`config.mk`:
```
export PLATFORM = sky130hd
export DESIGN_NAME = psram_pwr_cfg
export DESIGN_NICKNAME = d
export VERILOG_FILES = /design/src/rtl/psram_cfg_pkg.sv /design/src/rtl/psram_dpd_timer.sv /design/src/rtl/psram_cfg_reg.sv /design/src/rtl/psram_region_map.sv /design/src/rtl/psram_pwr_cfg.sv
export SDC_FILE = /design/constraint.sdc
export NUM_CORES = 1
export LEC_CHECK = 0
export BUFFER_PORTS_ARGS = -buffer_cell sky130_fd_sc_hd__buf_4
export CAP_MARGIN = 20
export CELL_PAD_IN_SITES_DETAIL_PLACEMENT = 0
export CELL_PAD_IN_SITES_GLOBAL_PLACEMENT = 1
export CORE_MARGIN = 2
export CORE_UTILIZATION = 40
export CTS_BUF_LIST = sky130_fd_sc_hd__clkbuf_4
export DETAILED_ROUTE_END_ITERATION = 16
export PLACE_DENSITY = 0.93
export SYNTH_ARGS = -nofsm -noshare
export SYNTH_HDL_FRONTEND = slang
export SYNTH_SLANG_ARGS = --single-unit
export TNS_END_PERCENT = 1
```
`constraint.sdc`:
```
create_clock -name clk -period 5.7 [get_ports clk]
set_input_delay 0.285 -clock clk [delete_from_list [all_inputs] [get_ports clk]]
set_output_delay 0.285 -clock clk [all_outputs]
set_load 0.01 [all_outputs]
```
`src/rtl/psram_cfg_pkg.sv`:
```
package psram_cfg_pkg;

   localparam int QUARTERS = 4;

   typedef struct packed {
      logic       page;
      logic [1:0] spare;
      logic       dpd_block;
      logic       rms_sel;
      logic       top_end;
      logic [1:0] size;
   } cfg_t;

   function automatic logic [QUARTERS-1:0] region_mask(input logic top_end,
                                                       input logic [1:0] size);
      logic [QUARTERS-1:0] m;
      int keep;
      case (size)
         2'b11:   keep = 1;
         2'b10:   keep = 2;
         2'b01:   keep = 3;
         default: keep = 4;
      endcase
      for (int q = 0; q < QUARTERS; q++) begin
         m[q] = top_end ? (q >= QUARTERS - keep) : (q < keep);
      end
      return m;
   endfunction

   function automatic logic is_rms(input cfg_t c);
      return c.dpd_block & c.rms_sel & (c.size != 2'b00);
   endfunction

   function automatic logic is_par(input cfg_t c);
      return c.dpd_block & ~c.rms_sel;
   endfunction

endpackage

```
`src/rtl/psram_dpd_timer.sv`:
```
module psram_dpd_timer
   #(parameter int HOLD_CYCLES = 1250)
   (input  logic clk,
    input  logic rst_n,
    input  logic sleep_n,
    input  logic dpd_block,
    output logic dpd_active,
    output logic dpd_exit,
    output logic sleep_rise);

   localparam int CNT_W = $clog2(HOLD_CYCLES + 1);
   localparam logic [CNT_W-1:0] CNT_MAX  = CNT_W'(HOLD_CYCLES);
   localparam logic [CNT_W-1:0] CNT_LAST = CNT_W'(HOLD_CYCLES - 1);

   generate
      if (HOLD_CYCLES < 2) begin : g_bad_hold
         $error("HOLD_CYCLES must be at least 2");
      end
   endgenerate

   logic [CNT_W-1:0] low_cnt;
   logic             sleep_q;
   logic             held_long;

   assign held_long  = ~sleep_n & (low_cnt >= CNT_LAST);
   assign dpd_exit   = dpd_active & sleep_n;
   assign sleep_rise = sleep_n & ~sleep_q & ~dpd_active;

   always_ff @(posedge clk or negedge rst_n) begin
      if (!rst_n) begin
         low_cnt    <= '0;
         dpd_active <= 1'b0;
         sleep_q    <= 1'b1;
      end else begin
         sleep_q <= sleep_n;
         if (dpd_active) begin
            if (sleep_n) begin
               dpd_active <= 1'b0;
               low_cnt    <= '0;
            end
         end else begin
            if (held_long && !dpd_block) dpd_active <= 1'b1;
            if (sleep_n)                 low_cnt <= '0;
            else if (low_cnt != CNT_MAX) low_cnt <= low_cnt + 1'b1;
         end
      end
   end

   a_r4_blocked_no_entry: assert property (@(posedge clk) disable iff (!rst_n)
      (!dpd_active && dpd_block) |=> !dpd_active);
   a_r3_entry_after_low: assert property (@(posedge clk) disable iff (!rst_n)
      $rose(dpd_active) |-> $past(!sleep_n));
   a_r5_high_restarts: assert property (@(posedge clk) disable iff (!rst_n)
      (sleep_n && !dpd_active) |=> (low_cnt == '0));
   a_r7_leave_on_high: assert property (@(posedge clk) disable iff (!rst_n)
      (dpd_active && sleep_n) |=> !dpd_active);
   a_r3_count_bounded: assert property (@(posedge clk) disable iff (!rst_n)
      low_cnt <= CNT_MAX);

endmodule

```
`src/rtl/psram_cfg_reg.sv`:
```
module psram_cfg_reg
   import psram_cfg_pkg::*;
   #(parameter logic [7:0] CFG_DEFAULT = 8'h10)
   (input  logic                clk,
    input  logic                rst_n,
    input  logic                wr_en,
    input  logic [7:0]          wr_data,
    input  logic                dpd_active,
    input  logic                dpd_exit,
    input  logic                sleep_rise,
    output cfg_t                cfg,
    output logic [QUARTERS-1:0] rms_mask);

   localparam logic [QUARTERS-1:0] FULL = {QUARTERS{1'b1}};

   generate
      if (CFG_DEFAULT[1:0] != 2'b00) begin : g_bad_default
         $error("CFG_DEFAULT must select the full array");
      end
   endgenerate

   logic wr_ok;
   logic wr_full;
   cfg_t wr_cfg;

   assign wr_cfg  = cfg_t'(wr_data);
   assign wr_ok   = wr_en & ~dpd_active;
   assign wr_full = wr_ok & ~is_rms(wr_cfg);

   always_ff @(posedge clk or negedge rst_n) begin
      if (!rst_n) begin
         cfg      <= cfg_t'(CFG_DEFAULT);
         rms_mask <= FULL;
      end else if (dpd_exit) begin
         cfg      <= cfg_t'(CFG_DEFAULT);
         rms_mask <= FULL;
      end else begin
         if (wr_ok) cfg <= wr_cfg;
         if (wr_full)
            rms_mask <= FULL;
         else if (sleep_rise && is_rms(cfg))
            rms_mask <= region_mask(cfg.top_end, cfg.size);
      end
   end

   a_r7_default_after_exit: assert property (@(posedge clk) disable iff (!rst_n)
      dpd_exit |=> (cfg == cfg_t'(CFG_DEFAULT) && rms_mask == FULL));
   a_r8_write_blocked: assert property (@(posedge clk) disable iff (!rst_n)
      (dpd_active && !dpd_exit) |=> $stable(cfg));
   a_r10_region_held: assert property (@(posedge clk) disable iff (!rst_n)
      (!sleep_rise && !wr_full && !dpd_exit) |=> $stable(rms_mask));
   a_r12_full_restore: assert property (@(posedge clk) disable iff (!rst_n)
      wr_full |=> (rms_mask == FULL));

endmodule

```
`src/rtl/psram_region_map.sv`:
```
module psram_region_map
   import psram_cfg_pkg::*;
   #(parameter int ADDR_W = 20)
   (input  cfg_t                cfg,
    input  logic [QUARTERS-1:0] rms_mask,
    input  logic                dpd_active,
    input  logic [ADDR_W-1:0]   addr,
    output logic                page_rd_en,
    output logic [QUARTERS-1:0] refresh_mask,
    output logic [QUARTERS-1:0] access_mask,
    output logic                addr_refreshed,
    output logic                addr_out_of_range);

   generate
      if (ADDR_W < 3) begin : g_bad_addr
         $error("ADDR_W too small");
      end
   endgenerate

   logic [1:0]          quarter;
   logic [QUARTERS-1:0] par_mask;
   logic                par_on;

   assign quarter  = addr[ADDR_W-1 -: 2];
   assign par_mask = region_mask(cfg.top_end, cfg.size);
   assign par_on   = is_par(cfg);

   for (genvar g = 0; g < QUARTERS; g++) begin : g_sect
      assign refresh_mask[g] = ~dpd_active & (par_on ? par_mask[g] : rms_mask[g]);
      assign access_mask[g]  = ~dpd_active & rms_mask[g];
   end

   assign page_rd_en        = cfg.page & ~dpd_active;
   assign addr_refreshed    = refresh_mask[quarter];
   assign addr_out_of_range = ~dpd_active & ~rms_mask[quarter];

   always_comb begin
      a_r6_dpd_quiet: assert (!dpd_active || (refresh_mask == '0 && !page_rd_en));
      a_r11_oor_not_refreshed: assert (!addr_out_of_range || !addr_refreshed);
   end

endmodule

```
`src/rtl/psram_pwr_cfg.sv`:
```
module psram_pwr_cfg
   import psram_cfg_pkg::*;
   #(parameter int         ADDR_W      = 20,
     parameter int         HOLD_CYCLES = 1250,
     parameter logic [7:0] CFG_DEFAULT = 8'h10)
   (input  logic              clk,
    input  logic              rst_n,
    input  logic              cfg_we,
    input  logic [7:0]        cfg_wdata,
    input  logic              sleep_n,
    input  logic [ADDR_W-1:0] chk_addr,
    output logic              page_rd_en,
    output logic              dpd_active,
    output logic [3:0]        refresh_mask,
    output logic [3:0]        access_mask,
    output logic              addr_refreshed,
    output logic              addr_out_of_range);

   cfg_t                cfg;
   logic [QUARTERS-1:0] rms_mask;
   logic                dpd_exit;
   logic                sleep_rise;

   psram_dpd_timer #(.HOLD_CYCLES(HOLD_CYCLES)) u_timer (
      .clk        (clk),
      .rst_n      (rst_n),
      .sleep_n    (sleep_n),
      .dpd_block  (cfg.dpd_block),
      .dpd_active (dpd_active),
      .dpd_exit   (dpd_exit),
      .sleep_rise (sleep_rise));

   psram_cfg_reg #(.CFG_DEFAULT(CFG_DEFAULT)) u_reg (
      .clk        (clk),
      .rst_n      (rst_n),
      .wr_en      (cfg_we),
      .wr_data    (cfg_wdata),
      .dpd_active (dpd_active),
      .dpd_exit   (dpd_exit),
      .sleep_rise (sleep_rise),
      .cfg        (cfg),
      .rms_mask   (rms_mask));

   psram_region_map #(.ADDR_W(ADDR_W)) u_map (
      .cfg               (cfg),
      .rms_mask          (rms_mask),
      .dpd_active        (dpd_active),
      .addr              (chk_addr),
      .page_rd_en        (page_rd_en),
      .refresh_mask      (refresh_mask),
      .access_mask       (access_mask),
      .addr_refreshed    (addr_refreshed),
      .addr_out_of_range (addr_out_of_range));

   a_r1_reset_full: assert property (@(posedge clk) disable iff (!rst_n)
      $rose(rst_n) |-> (access_mask == 4'hF && !dpd_active));

endmodule

```
==> results.toml <==
[floorplan]
floorplan.initialDensity_pct = 42.5
dieWidth_um = 64.0
die-area_um2 = 4100
die_h_um = 64.0
io_pins = 44
core_um2 = 3390
num_rows = 21

[pwr]
total_power_uw = 331
clkPwrFrac_pct = 22.6
cellPowerDensity_nw_per_um2 = 197
netSwitchingPower_uw = 95.1
irDropWorstVdd_v = 0.000165
seqPwrFrac_pct = 55.5
power.leakage_uw = 0.000710
internal_power_uw = 236
comb_power_share_pct = 21.9
switching_share_pct = 28.7

[clocking]
clockBufferDepth = 2
htree_levels = 1
cts_tree = "built"
cts.sinks = 23
numCtsBuffers = 3
post_cts_buffers = 0
post_cts_resized = 0
clk_pin_slew_worst_paths_ns = 0.12
cts_root_buffer = "clkbuf_4"
cts_hold_buf = 1
clock_latency_ns = 0.31

[worst_hold_path]
hold_path_depth = 1
hold_class = "in2reg"

[detailed_routing]
vias = 1174
routed_via_density = 5.36
drtAntennaViolNets = 0
drt_iter0_drc = 30
dr.pass1.iters = 4
routed_wirelength_um = 2850
wl_per_cell_um = 13.0
drc_errors = 0

[yosys]
avgSynthCellArea_um2 = 9.48
synth_area_leader_cell = "dfrtp_1"
synthArstFlopShare_pct = 100
synth_warnings = 0
post-synth-top-area-fraction_pct = 29.5
synth_top_cells_by_count = "17 x dfrtp_1, 16 x nor2_1, 10 x nand2_1"
syn_area_um2 = 1440
synthTopCellsByArea = "dfrtp_1 30%, dfstp_2 11%, ha_1 6.9%, mux2i_1 4.2%, nor2_1 4.2%"
syn-num-nets = 192
synth_flop_cell = "dfrtp_1"
seq_area_frac_synth_pct = 40.5
synth_most_common_cell = "dfrtp_1"
synth_edf_count = 0
syn_inst = 152
synth-seq-cells = 23
synth.distinct_cells = 39

[global_route]
grt_util_all_layers_pct = 15.8
grt_pass1_vias = 1184
grt_pass1_wl_um = 5180
grt_max_degree = 26
antenna_found_initial = 0
overflow = 0

[sta]
worst_pin_slew_ns = 0.715
skew_ns = 0.00115
final_period_minus_worst_setup_slack_ns = 2.83
final.setup.worst_slack_ns = 2.87
rsz0062_at_grt = "no"
drv_slew = 0
max-slew-margin-rel_pct = 52.4
fin_tns_setup_ns = 0
fin_crit_sh_pct = 49.7
finalSetupViolCount = 0
fmax_ghz = 0.353
report.final.hold_viol_count = 0

[worst_setup_path]
critical_path_class = "reg2out"
worst_ep_required_time_ns = 5.41
cp_top_family = "multiplexers"
crit_path_end_kind = "output port"
cp-startpoint = "u_reg.cfg[0]"
endpoint = "addr_refreshed"
rrSetupSlack_ns = 3.78
reg2reg_to = "u_reg.rms_mask[1]"
critPathMaxFanout = 6
cp_slowest_cell = "mux4_2"
crit_buf_inv = 2
rr_worst_depth = 4
cp.depth = 7
crit_chain = "inv_1 > ha_1 > or3b_1 > a31oi_1 > a21oi_1 > mux4_2 > buf_4"
cp_slowest_stage_delay_ns = 0.48
arrival_ns = 2.55
reg2reg_from = "u_timer.dpd_active"
cp-start-kind = "flop"

[placement]
dp_hpwl_um = 2140
io_buffers = 23
place_congestion = 0.772
dp_worst_setup_slack_ns = 3.22

[finish]
finalNetCount = 214
nFillCells = 320
syn_to_final_growth_pct = 16.7
antenna_cells = 0
drive_gt1_share_pct = 22.0

[job]
maxCapViolCount = 0

[run_status]
status = "completed"
[power groups by stage]
| stage | clock network, uW | registers (uW) | logic [uW] |
|---|---|---|---|
| after floorplan | 0 | 182 | 47.3 |
| after global placement | 0 | 186 | 70.4 |
| after detailed placement | 0 | 186 | 72.6 |
| after CTS | 80.5 | 183 | 73.2 |
| after global routing | 87.7 | 185 | 81.4 |
| final | 74.9 | 183 | 72.4 |
[layout by cell type, fill, tap and decap left out, types with 4 or more instances in the layout]
master      n
a2bb2oi_1   4
dfstp_2     6
nor2b_1     8
a21oi_1     7
nor2_1     16
nand2_1    10
o21ai_0     7
xnor2_1     6
mux2i_1     6
a31oi_1     4
buf_4      23
dfrtp_1    17
nand3_1     6
ha_1        8
inv_1       7
[area by class of cell]
| class | instances | area, um^2 | share of cell area [%] |
|---|---|---|---|
| well taps | 46 | 57.6 | 3.42 |
| flip-flops and latches | 23 | 583 | 34.7 |
| clock buffers | 3 | 22.5 | 1.34 |
| repair buffers | 24 | 183 | 10.9 |
| multi-input cells | 115 | 805 | 47.8 |
| inverters | 7 | 26.3 | 1.56 |
| clock inverters | 1 | 5.00 | 0.298 |
[metrics by stage]
stage               hold slack, ns  cells  cell area, um^2  util, %
floorplan                  -0.0106    152             1440        -
global placement             0.185    214             1640     48.5
detailed placement           0.195    214             1640     48.5
CTS                          0.140    219             1680     49.6
global route                 0.134    219             1680     49.6
finish                       0.163    219             1680     49.6
[state kept, by name, indices dropped and copies added (netlist names)]
name	cells
u_reg.cfg	6
u_reg.rms_mask	4
u_timer.dpd_active	1
u_timer.low_cnt	11
u_timer.sleep_q	1
[worst min-delay path by stage]
stage / from / to
finish: sleep_n / u_timer.sleep_q
global route: sleep_n / u_timer.sleep_q
CTS: sleep_n / u_timer.sleep_q
detailed placement: rst_n / u_reg.cfg[2]
global placement: rst_n / u_reg.cfg[2]
floorplan: rst_n / u_reg.cfg[0]
[kinds of logic after synthesis]
kind of cell	share of synthesized area, %
adder cells (fa/ha/maj)	6.94
XOR/XNOR	4.25
multiplexers	7.29
AO/OA/AOI/OAI	16.3
buffers and inverters	3.73
flip-flops	40.5
AND/OR/NAND/NOR	21.0
[per-layer routing]
metal	share of wire [%]	GRT usage [%]	up-vias	wire, um
met5	0	0	-	0
met4	0.84	5.43	0	24
met3	4.8	3.70	2	137
met2	49	27.0	23	1410
met1	45	19.5	562	1280
li1	-	-	587	-
No activity file was read; power rests on OpenSTA's default activity.
